--- src/rtl/selchk_pkg.sv ---
package selchk_pkg;

  localparam int OP_W  = 3;
  localparam int RPL_W = 2;

  typedef enum logic [OP_W-1:0] {
    OP_ADJUST      = 3'd0,
    OP_VERIFY_RD   = 3'd1,
    OP_VERIFY_WR   = 3'd2,
    OP_LOAD_LIMIT  = 3'd3,
    OP_LOAD_RIGHTS = 3'd4
  } selOp_e;

  // strobes from control to datapath
  typedef struct packed {
    logic capture;   // latch a new outcome
    logic clearWe;   // drop the write pulse
  } ctrlStrobe_t;

  // descriptor access byte as seen by the rules
  typedef struct packed {
    logic             present;
    logic [RPL_W-1:0] dpl;
    logic             isSegment;
    logic             isCode;
    logic             conforming;
    logic             rdWr;
    logic             accessed;
  } accessByte_t;

endpackage

--- src/rtl/selchk_rules.sv ---
module selchk_rules
  import selchk_pkg::*;
#(
  parameter int PL_W = RPL_W
) (
  input  logic [PL_W-1:0] cpl,
  input  logic [PL_W-1:0] selRpl,
  input  logic [PL_W-1:0] dpl,
  input  logic            isSegment,
  input  logic            isCode,
  input  logic            conforming,
  input  logic            rdWr,
  input  logic            descValid,
  output logic            readOk,
  output logic            writeOk,
  output logic            loadOk
);

  logic [PL_W-1:0] effLevel;
  logic            levelOk;
  logic            confReadable;
  logic            privPass;
  logic            segUsable;

  always_comb begin
    effLevel     = (cpl > selRpl) ? cpl : selRpl;
    levelOk      = (effLevel <= dpl);
    confReadable = isCode & conforming & rdWr;
    privPass     = levelOk | confReadable;
    segUsable    = descValid & isSegment;
    readOk       = segUsable & (~isCode | rdWr) & privPass;
    writeOk      = segUsable & ~isCode & rdWr & levelOk;
    loadOk       = segUsable & privPass;
  end

  always_comb begin
    if (writeOk) begin
      assert_write_implies_read_R6 : assert (readOk);
    end
    if (!descValid) begin
      assert_invalid_blocks_all_R11 : assert (!readOk && !writeOk && !loadOk);
    end
  end

endmodule

--- src/rtl/selchk_datapath.sv ---
module selchk_datapath
  import selchk_pkg::*;
#(
  parameter int SEL_W      = 16,
  parameter int RES_W      = 32,
  parameter int LIMIT_W    = 20,
  parameter int PAGE_SHIFT = 12,
  parameter int ACC_W      = 8
) (
  input  logic              clk,
  input  logic              rstN,
  input  ctrlStrobe_t       strobe,
  input  logic [OP_W-1:0]   opcode,
  input  logic [RPL_W-1:0]  cpl,
  input  logic [SEL_W-1:0]  selector,
  input  logic [SEL_W-1:0]  srcOperand,
  input  logic [ACC_W-1:0]  descAccess,
  input  logic [LIMIT_W-1:0] descLimit,
  input  logic              descGran,
  input  logic              descValid,
  output logic [RES_W-1:0]  resultQ,
  output logic              resultWeQ,
  output logic              zeroQ
);

  localparam int BYTE_PAD   = RES_W - ACC_W - 8;
  localparam int SEL_PAD    = RES_W - SEL_W;
  localparam int BYTE_PAD_W = RES_W - LIMIT_W;
  localparam int PAGED_PAD  = RES_W - LIMIT_W - PAGE_SHIFT;

  accessByte_t        acc;
  logic [RPL_W-1:0]   selRpl;
  logic [RPL_W-1:0]   srcRpl;
  logic [RPL_W-1:0]   newRpl;
  logic               readOk, writeOk, loadOk;
  logic [RES_W-1:0]   adjustWord, rightsWord, limitWord, byteLimit, pagedLimit;
  logic [RES_W-1:0]   nextRes;
  logic               nextWe, nextZf;
  logic               unusedSrcHigh;

  assign acc           = accessByte_t'(descAccess);
  assign selRpl        = selector[RPL_W-1:0];
  assign srcRpl        = srcOperand[RPL_W-1:0];
  assign unusedSrcHigh = ^srcOperand[SEL_W-1:RPL_W] ^ acc.present;

  selchk_rules #(.PL_W(RPL_W)) u_rules (
    .cpl        (cpl),
    .selRpl     (selRpl),
    .dpl        (acc.dpl),
    .isSegment  (acc.isSegment),
    .isCode     (acc.isCode),
    .conforming (acc.conforming),
    .rdWr       (acc.rdWr),
    .descValid  (descValid),
    .readOk     (readOk),
    .writeOk    (writeOk),
    .loadOk     (loadOk)
  );

  // limit expansion: the padding width depends on the parameters
  assign byteLimit = {{BYTE_PAD_W{1'b0}}, descLimit};
  generate
    if (PAGED_PAD > 0) begin : g_pagedPad
      assign pagedLimit = {{PAGED_PAD{1'b0}}, descLimit, {PAGE_SHIFT{1'b1}}};
    end else begin : g_pagedFull
      logic [LIMIT_W+PAGE_SHIFT-1:0] wideLimit;
      assign wideLimit  = {descLimit, {PAGE_SHIFT{1'b1}}};
      assign pagedLimit = wideLimit[RES_W-1:0];
    end
  endgenerate

  always_comb begin
    newRpl     = (srcRpl > selRpl) ? srcRpl : selRpl;
    adjustWord = {{SEL_PAD{1'b0}}, selector[SEL_W-1:RPL_W], newRpl};
    rightsWord = {{BYTE_PAD{1'b0}}, descAccess, 8'h00};
    limitWord  = descGran ? pagedLimit : byteLimit;
  end

  always_comb begin
    nextRes = resultQ;
    nextWe  = 1'b0;
    nextZf  = 1'b0;
    case (opcode)
      OP_ADJUST: begin
        nextRes = adjustWord;
        nextWe  = 1'b1;
        nextZf  = (newRpl != selRpl);
      end
      OP_VERIFY_RD: nextZf = readOk;
      OP_VERIFY_WR: nextZf = writeOk;
      OP_LOAD_LIMIT: begin
        nextRes = loadOk ? limitWord : resultQ;
        nextWe  = loadOk;
        nextZf  = loadOk;
      end
      OP_LOAD_RIGHTS: begin
        nextRes = loadOk ? rightsWord : resultQ;
        nextWe  = loadOk;
        nextZf  = loadOk;
      end
      default: ;
    endcase
  end

  always_ff @(posedge clk) begin
    if (!rstN) begin
      resultQ   <= '0;
      resultWeQ <= 1'b0;
      zeroQ     <= 1'b0;
    end else if (strobe.capture) begin
      resultQ   <= nextRes;
      resultWeQ <= nextWe;
      zeroQ     <= nextZf;
    end else if (strobe.clearWe) begin
      resultWeQ <= 1'b0;
    end
  end

  assert_adjust_writes_R2 : assert property (@(posedge clk) disable iff (!rstN)
    strobe.capture && opcode == OP_ADJUST |=>
      resultWeQ && resultQ[SEL_W-1:RPL_W] == $past(selector[SEL_W-1:RPL_W])
      && resultQ[RPL_W-1:0] >= $past(selector[RPL_W-1:0]));

  assert_adjust_flag_R3 : assert property (@(posedge clk) disable iff (!rstN)
    strobe.capture && opcode == OP_ADJUST |=>
      zeroQ == (resultQ[RPL_W-1:0] != $past(selector[RPL_W-1:0])));

  assert_verify_no_write_R5 : assert property (@(posedge clk) disable iff (!rstN)
    strobe.capture && (opcode == OP_VERIFY_RD || opcode == OP_VERIFY_WR) |=>
      !resultWeQ && $stable(resultQ));

  assert_invalid_desc_R11 : assert property (@(posedge clk) disable iff (!rstN)
    strobe.capture && !descValid && opcode != OP_ADJUST |=>
      !resultWeQ && !zeroQ && $stable(resultQ));

  assert_unused_op_R12 : assert property (@(posedge clk) disable iff (!rstN)
    strobe.capture && opcode > OP_LOAD_RIGHTS |=>
      !resultWeQ && !zeroQ && $stable(resultQ));

  assert_idle_hold_R13 : assert property (@(posedge clk) disable iff (!rstN)
    !strobe.capture |=> !resultWeQ && $stable(zeroQ) && $stable(resultQ));

  assert_write_flags_R7 : assert property (@(posedge clk) disable iff (!rstN)
    resultWeQ && $past(opcode) != OP_ADJUST |-> zeroQ);

endmodule

--- src/rtl/selchk_ctrl.sv ---
module selchk_ctrl
  import selchk_pkg::*;
(
  input  logic        clk,
  input  logic        rstN,
  input  logic        start,
  output ctrlStrobe_t strobe,
  output logic        doneQ
);

  always_comb begin
    strobe.capture = start;
    strobe.clearWe = ~start;
  end

  always_ff @(posedge clk) begin
    if (!rstN) doneQ <= 1'b0;
    else       doneQ <= start;
  end

  assert_done_after_start_R1 : assert property (@(posedge clk) disable iff (!rstN)
    start |=> doneQ);

  assert_no_spurious_done_R1 : assert property (@(posedge clk) disable iff (!rstN)
    !start |=> !doneQ);

endmodule

--- src/rtl/selchk_unit.sv ---
module selchk_unit
  import selchk_pkg::*;
#(
  parameter int SEL_W      = 16,
  parameter int RES_W      = 32,
  parameter int LIMIT_W    = 20,
  parameter int PAGE_SHIFT = 12,
  parameter int ACC_W      = 8
) (
  input  logic               clk,
  input  logic               rstN,
  input  logic               start,
  input  logic [OP_W-1:0]    opcode,
  input  logic [RPL_W-1:0]   cpl,
  input  logic [SEL_W-1:0]   selector,
  input  logic [SEL_W-1:0]   srcOperand,
  input  logic [ACC_W-1:0]   descAccess,
  input  logic [LIMIT_W-1:0] descLimit,
  input  logic               descGran,
  input  logic               descValid,
  output logic               done,
  output logic [RES_W-1:0]   resultData,
  output logic               resultWe,
  output logic               zeroFlag
);

  ctrlStrobe_t strobe;

  selchk_ctrl u_ctrl (
    .clk    (clk),
    .rstN   (rstN),
    .start  (start),
    .strobe (strobe),
    .doneQ  (done)
  );

  selchk_datapath #(
    .SEL_W      (SEL_W),
    .RES_W      (RES_W),
    .LIMIT_W    (LIMIT_W),
    .PAGE_SHIFT (PAGE_SHIFT),
    .ACC_W      (ACC_W)
  ) u_datapath (
    .clk        (clk),
    .rstN       (rstN),
    .strobe     (strobe),
    .opcode     (opcode),
    .cpl        (cpl),
    .selector   (selector),
    .srcOperand (srcOperand),
    .descAccess (descAccess),
    .descLimit  (descLimit),
    .descGran   (descGran),
    .descValid  (descValid),
    .resultQ    (resultData),
    .resultWeQ  (resultWe),
    .zeroQ      (zeroFlag)
  );

  assert_write_only_with_done_R13 : assert property (@(posedge clk) disable iff (!rstN)
    resultWe |-> done);

endmodule

--- config.mk ---
export PLATFORM = sky130hd
export DESIGN_NAME = selchk_unit
export DESIGN_NICKNAME = d
export VERILOG_FILES = /design/src/rtl/selchk_pkg.sv /design/src/rtl/selchk_rules.sv /design/src/rtl/selchk_datapath.sv /design/src/rtl/selchk_ctrl.sv /design/src/rtl/selchk_unit.sv
export SDC_FILE = /design/constraint.sdc
export NUM_CORES = 1
export LEC_CHECK = 0
export CAP_MARGIN = 20
export CORE_ASPECT_RATIO = 0.8
export CORE_MARGIN = 1.5
export CORE_UTILIZATION = 50
export CTS_BUF_LIST = sky130_fd_sc_hd__clkbuf_8
export DETAILED_ROUTE_END_ITERATION = 7
export DONT_BUFFER_PORTS = 1
export SLEW_MARGIN = 20
export SYNTH_ARGS = -nofsm -noshare
export SYNTH_HDL_FRONTEND = slang
export SYNTH_SLANG_ARGS = --single-unit
--- constraint.sdc ---
create_clock -name clk -period 2.85 [get_ports clk]
set_input_delay 0.7125 -clock clk [delete_from_list [all_inputs] [get_ports clk]]
set_output_delay 0.7125 -clock clk [all_outputs]
set_load 0.03 [all_outputs]
; Yosys cells after proc, flatten, opt, wreduce, memory -nomap -nowiden
; Cells that the tools add are included.
[word_totals]
ff_bits = 35
elab_cells = 39
inputBits = 70
output_inout_bits = 35
[op_classes]
n_reduce_logical = 5
bitwise = 12
eq_ne = 7
n_mux = 8
n_lt_le_gt_ge = 3
[op_table]
columns = op, n
row1 = $mux W32, 3
row2 = $pmux W32 S3, 1
row3 = $and A1 B1 Y1, 9
row4 = $eq A3 B2 Y1 const B, 2
row5 = $gt A2 B2 Y1, 2
row6 = $mux W2, 2
row7 = $ne A2 B1 Y1 const B, 2
row8 = $pmux W1 S4, 1
row9 = $reduce_and A4 Y1, 1
row10 = $eq A3 B1 Y1 const B, 1
row11 = $eq A3 B3 Y1 const B, 1
row12 = $logic_not A3 Y1, 1
row13 = $reduce_bool A3 Y1, 1
row14 = $le A2 B2 Y1, 1
row15 = $ne A2 B2 Y1, 1
row16 = $or A1 B1 Y1, 2
row17 = $pmux W1 S2, 1
row18 = $reduce_and A2 Y1, 1
row19 = $reduce_or A2 Y1, 1
row20 = $not A1 Y1, 1

; Depth between registers and ports, before layout
; Gate-level depths: netlist (run 1).
[depth]
ltp_word = 7
ltp_mapped = 11
depth_no_buf = 10

; Hierarchy
; From an unflattened synthesis (run 1), not the netlist that was laid out.
[hier_totals]
hier_cells = 255
area_unflattened_um2 = 2197.1
[by_module_without_submodules]
columns = mod, cells_each, instances, area_per_inst_um2, seq_area_each_um2
row1 = selchk_datapath, 224, 1, 1980.6, 680.7
row2 = selchk_rules, 27, 1, 178.9, 0.0
row3 = selchk_ctrl, 4, 1, 37.5, 20.0

; Least setup slack after synthesis (run 1)
; No wires, ideal clock.
[synth_path]
path_kind = input port to flip-flop
startpoint = input port selector[1]
endpoint = register u_datapath.resultQ[10]
cell_stages = 10
path_slack_ns = 0.232
path_buffers = 1
arrival_time_ns = 2.547
cell_sequence = inv_1 ha_1 o22ai_1 mux2i_1 ha_1 nand2_1 o211ai_1 a22oi_2 buf_6 mux2i_1
[synth_between]
elab_chain_cells = 7
[synth_lines]
columns = element, line
row1 = from (decl), selchk_unit.sv:15  ; input logic [SEL_W-1:0] selector,
row2 = $gt A2 B2 Y1, selchk_rules.sv:26  ; effLevel = (cpl > selRpl) ? cpl : selRpl;
row3 = $mux W2 *, selchk_rules.sv:26
row4 = $le A2 B2 Y1 *, selchk_rules.sv:27  ; levelOk = (effLevel <= dpl);
row5 = $or A1 B1 Y1 *, selchk_rules.sv:29  ; privPass = levelOk | confReadable;
row6 = $and A1 B1 Y1 *, selchk_rules.sv:33  ; loadOk = segUsable & privPass;
row7 = $ne A2 B1 Y1 (no line), --
row8 = $reduce_and A4 Y1 (no line) *, --
row9 = to (signal assigned), selchk_datapath.sv:111  ; resultQ <= nextRes;
row10 = to (decl), selchk_datapath.sv:21  ; output logic [RES_W-1:0] resultQ,
; Every way passes the cells marked *; elsewhere a longest branch is shown, timed or not.
; A chain may end at the register's enable or synchronous reset.

; Worst setup path after layout (run 1)
[layout_path]
startpoint = input port cpl[1]
endpoint = register u_datapath.resultQ[14]
[layout_between]
elab_chain_cells = 7
[layout_lines]
columns = element, line
row1 = from (decl), selchk_unit.sv:14  ; input logic [RPL_W-1:0] cpl,
row2 = $gt A2 B2 Y1, selchk_rules.sv:26
row3 = $mux W2 *, selchk_rules.sv:26
row4 = $le A2 B2 Y1 *, selchk_rules.sv:27
row5 = $or A1 B1 Y1 *, selchk_rules.sv:29
row6 = $and A1 B1 Y1 *, selchk_rules.sv:33
row7 = $ne A2 B1 Y1 (no line), --
row8 = $reduce_and A4 Y1 (no line) *, --
; Marks and branches as above.

==> metrics.md, run 1 <==
| Metric | Value |
|---|---|
| Status | `complete, no violations` |
| CP Launch Type | `primary input` |
| Vias in the first global route | `1,516` |
| Worst Setup Path Type | `primary input to register` |
| Area contributors post-synth | `dfxtp_1, mux2i_1, nand2_1` |
| Top-area cell type share of the netlist area | `32.9%` |
| Power Density | `492 nW/µm²` |
| PortBufs | `0` |
| Slowest CP cell | `ha_1` |
| Peak VDD IR | `0.399 mV` |
| Cells after synthesis | `250` |
| Worst R2R Setup Slack | `1.89 ns` |
| Final min period | `2.40 ns` |
| Fin util | `55.6%` |
| Largest family of logic cells by synthesized area | `simple AND/OR/NAND/NOR gates` |
| Crit share post-route | `84.2%` |
| CTS Hold Bufs | `0` |
| Critical path depth | `10` |
| Xor-xnor portion of the synthesized cell area | `0.411%` |
| Root Buffer | `clkbuf_8` |
| CP top delay family | `compound AO/OA/AOI/OAI gates` |
| Most frequent cell after synthesis | `nand2_1` |
| Worst setup path start | `cpl[1]` |
| Initial antenna violation count | `0` |
| RSZ-0062 raised after global routing | `false` |
| Total CTS buffers | `5` |
| Hold Vio Cnt, Final | `0` |
| CTS tree | `built` |
| Die area | `4660 µm²` |
| Worst r2r src | `u_datapath.resultQ[0]` |
| Core Area | `4130 µm²` |
| Critical R2R Capture | `u_datapath.resultQ[0]` |
| Min-Delay Path Class | `primary input to register` |
| Largest net degree at the start of global routing | `46` |
| Fin Clk Skew | `0 ns` |
| CTS clock-pin slew for the worst setup and hold paths | `0.07 ns` |
| Std-Cell Rows | `21` |
| DP Cell Count | `296` |
| Worst-Margin Slew | `0.729 ns` |
| Post-synthesis mux area share | `18.3%` |
| Synth Warn # | `0` |
| Starting Density | `51.6%` |
| Critical Path Fanout Max | `16` |
| CP max stage delay | `0.29 ns` |
| Final Slew Violations | `0` |
| Wire per inst | `16.6 µm` |
| IO Pins | `105` |
| Post-CTS Setup Inserts | `0` |
| Syn_area_per_cell | `8.52 µm²` |
| Clock Latency Late Sink | `0.28 ns` |
| WL final | `5040 µm` |
| Vias | `1,710` |
| Adder-Cell Fraction of Synth Area | `5.29%` |
| Register bit count reported by yosys | `35` |
| Leakage | `1.08 nW` |
| Slew HR | `51.2%` |
| Initial drt markers | `54` |
| Post-Syn Area | `2130 µm²` |
| DR pass1 iterations | `4` |
| Setup tns final | `0 ns` |
| Routability cong. | `0.744` |
| Primary FF master, synth | `dfxtp_1` |
| Share of cells above drive strength 1 | `8.50%` |
| Crit path buf inv count | `2` |
| First-pass GRT wire length | `7680 µm` |
| Mapped Nets | `329` |
| Final setup violation count | `0` |
| Max-cap violations | `0` |
| Post-synth top cells | `nand2_1, mux2i_1, dfxtp_1, o21ai_0, inv_1` |
| # H-tree levels | `2` |
| Filler cells | `430` |
| Crit-path cells | `inv_1 > ha_1 > o22ai_1 > mux2i_1 > ha_1 > nand2_1 > o211ai_1 > a22oi_2 > buf_12 > mux2i_1` |
| Antenna fix cells | `0` |
| Cell taking the most area after synthesis | `dfxtp_1` |
| Crit path DAT | `2.61 ns` |
| Area growth syn-to-layout | `7.70%` |
| Max Freq | `417 MHz` |
| CTS sink count | `35` |
| Buffer depth of the longest clock path | `2` |
| Setup crit end kind | `register` |
| Critical path capture point | `u_datapath.resultQ[14]` |
| Antenna viol nets, final | `0` |
| Die H | `61.4 µm` |
| Post-synth EDFFs | `0` |
| Via-to-Cell Ratio | `5.63` |
| Synth Area in Simple Gates | `21.3%` |
| Post-synthesis compound-gate area fraction | `15.2%` |
| CTS resizes | `0` |
| Gr usage total | `21.5%` |
| Sequential fraction of the synthesis area | `32.9%` |
| Post-route DRC | `0` |
| Die X | `76.0 µm` |
| Hpwl dp | `3630 µm` |
| Final Net Count | `325` |
| Synth async-reset ratio | `0%` |
| Grt ovf | `0` |
| Critical Path RT | `3.06 ns` |
| Netlist cell types | `39` |
| Worst R2R Path Depth | `2` |
| Final std cells w/o fill | `304` |
registers in the layout (all words and copies together), names as in the netlist:
| register | cells |
|---|---|
| u_ctrl.doneQ | 1 |
| u_datapath.resultQ | 32 |
| u_datapath.zeroQ | 1 |
| u_datapath.resultWeQ | 1 |
routing by layer:
metal / share of wire (%) / vias to the layer above / track usage [%]
li1: - / 871 / -
met1: 47 / 781 / 28.7
met2: 45 / 53 / 33.8
met3: 7.8 / 5 / 7.70
met4: 0.73 / 0 / 5.56
met5: 0 / - / 0
cell usage in the layout, fill, tap and decap left out, types with 3 or more instances in the layout:
cell type,count
and3_1,8
nand3_1,3
nor3_1,9
dfxtp_1,35
or3_1,3
clkbuf_8,6
mux2i_1,39
o2bb2ai_1,7
inv_1,10
buf_4,5
ha_1,9
nor2_1,9
a211o_1,6
o21ai_0,13
nand2_1,53
power by group:
group / switching (mW) / total, mW / internal, mW
Clock: 0.183 / 0.467 / 0.283
Sequential: 0.0289 / 0.529 / 0.500
Combinational: 0.0640 / 0.133 / 0.0690
kinds of logic (layout without fill, tap and decap cells):
kind of cell / Yosys count / in the layout
and+or+nand+nor: 97 / 97
AOI/OAI and AO/OA: 41 / 41
muxes: 39 / 39
DFF: 35 / 35
buffers and inverters: 28 / 25
adders and majority gates: 9 / 9
xor gates and xnor gates: 1 / 1
final cells by class:
cell class | instances | area (µm²) | area share, %
Clock inverter | 2 | 35.0 | 1.53
Timing Repair Buffer | 7 | 77.6 | 3.38
Multi-Input combinational cell | 187 | 1290 | 56.2
Sequential cell | 35 | 701 | 30.6
Inverter | 10 | 37.5 | 1.64
Clock buffer | 6 | 82.6 | 3.60
Tap cell | 57 | 71.3 | 3.11
through the flow:
step                hold slack [ns]  area, µm²  worst slack (ns)  total power, mW
floorplan                     0.584       2130             0.232            0.661
global placement              0.591       2180             0.150            0.673
CTS                           0.546       2290             0.432             1.14
finish                        0.548       2290             0.449             1.13
detailed placement            0.597       2180             0.134            0.675
global route                  0.554       2290             0.291             1.18
worst min-delay path by stage:
| stage | to | cells after the start | slack [ns] | from |
|---|---|---|---|---|
| finish | u_datapath.zeroQ | 1 | 0.55 | start |
| global route | u_datapath.resultQ[22] | 2 | 0.55 | descLimit[10] |
| CTS | u_datapath.zeroQ | 1 | 0.55 | start |
| detailed placement | u_datapath.resultQ[2] | 2 | 0.60 | u_datapath.resultQ[2] |
| global placement | u_datapath.resultQ[20] | 2 | 0.59 | u_datapath.resultQ[20] |
| floorplan | u_datapath.resultQ[27] | 2 | 0.58 | u_datapath.resultQ[27] |
No activity file was read; power rests on OpenSTA's default activity.
==> inputs of run 2 (changes only) <==
==> constraint.sdc (replaced) <==
create_clock -name clk -period 2.3 [get_ports clk]
set_input_delay 0.575 -clock clk [delete_from_list [all_inputs] [get_ports clk]]
set_output_delay 0.575 -clock clk [all_outputs]
set_load 0.03 [all_outputs]
==> run 2 against run 1 <==
Critical path depth up 2. Wire length up 3.9%. Sequential share of layout area down 1.3 points. Register-to-register slack worse by 0.56 ns. Setup slack worse by 0.36 ns. Die area unchanged. Non-clock buffer count up 7. Clock skew unchanged. Via count up 3.2%. Global-route usage up 0.95 points. Critical path type unchanged. Highest routed layer unchanged.
==> metrics.md, run 2 (synthesis results as in run 1) <==
| Metric | Value |
|---|---|
| Root Buffer | `clkbuf_8` |
| Hold Vio Cnt, Final | `0` |
| Setup tns final | `0 ns` |
| DP Cell Count | `302` |
| Worst-Margin Slew | `0.688 ns` |
| Final setup violation count | `0` |
| Die H | `61.4 µm` |
| DR pass1 iterations | `4` |
| Largest net degree at the start of global routing | `46` |
| Peak VDD IR | `0.345 mV` |
| Final Slew Violations | `0` |
| Initial antenna violation count | `0` |
| Most frequent cells in the layout | `nand2_1, mux2i_1, dfxtp_1` |
| Number of flip-flops in the largest register | `32` |
| Area growth syn-to-layout | `12.3%` |
| Final min period | `2.22 ns` |
| Hpwl dp | `3810 µm` |
| First-pass GRT wire length | `8090 µm` |
| Final Net Count | `332` |
| Logic pwr share | `14.9%` |
| Slew HR | `53.9%` |
| Leakage | `1.11 nW` |
| Total CTS buffers | `5` |
| CTS tree | `built` |
| Net Sw Power | `339 µW` |
| Std-Cell Rows | `21` |
| Clk pwr share | `33.2%` |
| Antenna fix cells | `0` |
| Fin Clk Skew | `0 ns` |
| Crit path DAT | `2.43 ns` |
| PortBufs | `0` |
| Crit share post-route | `96.3%` |
| Max-cap violations | `0` |
| Max Freq | `451 MHz` |
| Most flops, register | `u_datapath.resultQ` |
| Vias in the first global route | `1,691` |
| Die area | `4660 µm²` |
| IO Pins | `105` |
| WL final | `5230 µm` |
| Starting Density | `51.6%` |
| Clock Latency Late Sink | `0.28 ns` |
| Internal power | `925 µW` |
| Grt ovf | `0` |
| Filler cells | `395` |
| Core Area | `4130 µm²` |
| Buffer depth of the longest clock path | `2` |
| Share of cells above drive strength 1 | `14.2%` |
| CP Launch Type | `primary input` |
| Worst Setup Path Type | `primary input to register` |
| Final std cells w/o fill | `311` |
| Initial drt markers | `125` |
| Post-route DRC | `0` |
| Vias | `1,764` |
| Gr usage total | `22.5%` |
| Critical Path Fanout Max | `6` |
| RSZ-0062 raised after global routing | `true` |
| Setup crit end kind | `register` |
| Critical Path RT | `2.52 ns` |
| CTS clock-pin slew for the worst setup and hold paths | `0.07 ns` |
| Sequential Power Share | `51.8%` |
| Status | `complete, no violations` |
| CTS Hold Bufs | `0` |
| Routability cong. | `0.797` |
| # H-tree levels | `2` |
| Switch share | `26.8%` |
| CTS sink count | `35` |
| Hold WS | `0.415 ns` |
| Antenna viol nets, final | `0` |
| Die X | `76.0 µm` |
| Power Density | `529 nW/µm²` |
| Min-Delay Path Class | `primary input to register` |
| Via-to-Cell Ratio | `5.67` |
| Commonest non-fill, non-tap cell in the layout | `nand2_1` |
| Wire per inst | `16.8 µm` |
-- run 2: changes by cell type in the layout (fill, tap and decap cells not counted), sizes merged --
cell / delta
inv: +2
buf: +6
bufinv: -1
-- run 2: cell type report --
cell class	count	area (µm²)	area share, %
clock inverter	3	12.5	0.523
inverter	10	62.6	2.62
multi-input combinational	187	1330	55.8
sequential	35	701	29.3
timing repair buffer	14	143	5.96
clock buffer	5	68.8	2.88
tap	57	71.3	2.98
-- run 2: worst max-delay path, cell delays in order --
cell       delay [ns]
inv_8            0.01
ha_4             0.24
inv_2            0.03
o22ai_2          0.15
mux2i_1          0.24
ha_1             0.27
nand2_2          0.08
o211ai_1         0.12
a22oi_2          0.20
buf_6            0.18
clkbuf_16        0.15
mux2i_1          0.18
-- run 2: timing repair --
item | 4_1_cts | 5_1_grt
buffers inserted | 0 | 0
endpoints found under the setup margin | 0 | 30
gates resized for setup | 0 | 11
-- run 2: metrics by stage --
stage	worst slack [ns]	power, mW	utilization, %	area [µm²]
6_report	0.0846	1.26	58.0	2390
5_1_grt	-0.0748	1.33	58.0	2390
4_1_cts	0.0244	1.26	56.6	2330
3_5_place_dp	-0.262	0.848	54.6	2250
3_3_place_gp	-0.187	0.844	54.6	2250
2_1_floorplan	-0.0840	0.827	-	2170
-- run 2: worst paths after layout --
check	startpoint	end	slack, ns	cells past startpoint
hold / removal	start	u_datapath.zeroQ	0.42	1
setup / recovery	cpl[0]	u_datapath.resultQ[29]	0.08	12
setup reg to reg	u_datapath.resultQ[0]	u_datapath.resultQ[0]	1.33	2
hold reg to reg	u_datapath.resultQ[9]	u_datapath.resultQ[9]	0.60	2
-- run 2: power by group through the flow --
| stage | combinational, mW | sequential (mW) | clock, mW |
|---|---|---|---|
| after floorplan | 0.160 | 0.667 | 0 |
| after global placement | 0.174 | 0.670 | 0 |
| after detailed placement | 0.178 | 0.670 | 0 |
| after CTS | 0.179 | 0.656 | 0.430 |
| after global routing | 0.213 | 0.657 | 0.458 |
| final | 0.189 | 0.656 | 0.420 |
-- run 2: per-layer routing --
metal | global-route usage, % | share of wire (%)
met2 | 34.7 | 43
met4 | 7.41 | 0.88
met3 | 9.04 | 10
met1 | 29.3 | 46
met5 | 0 | 0
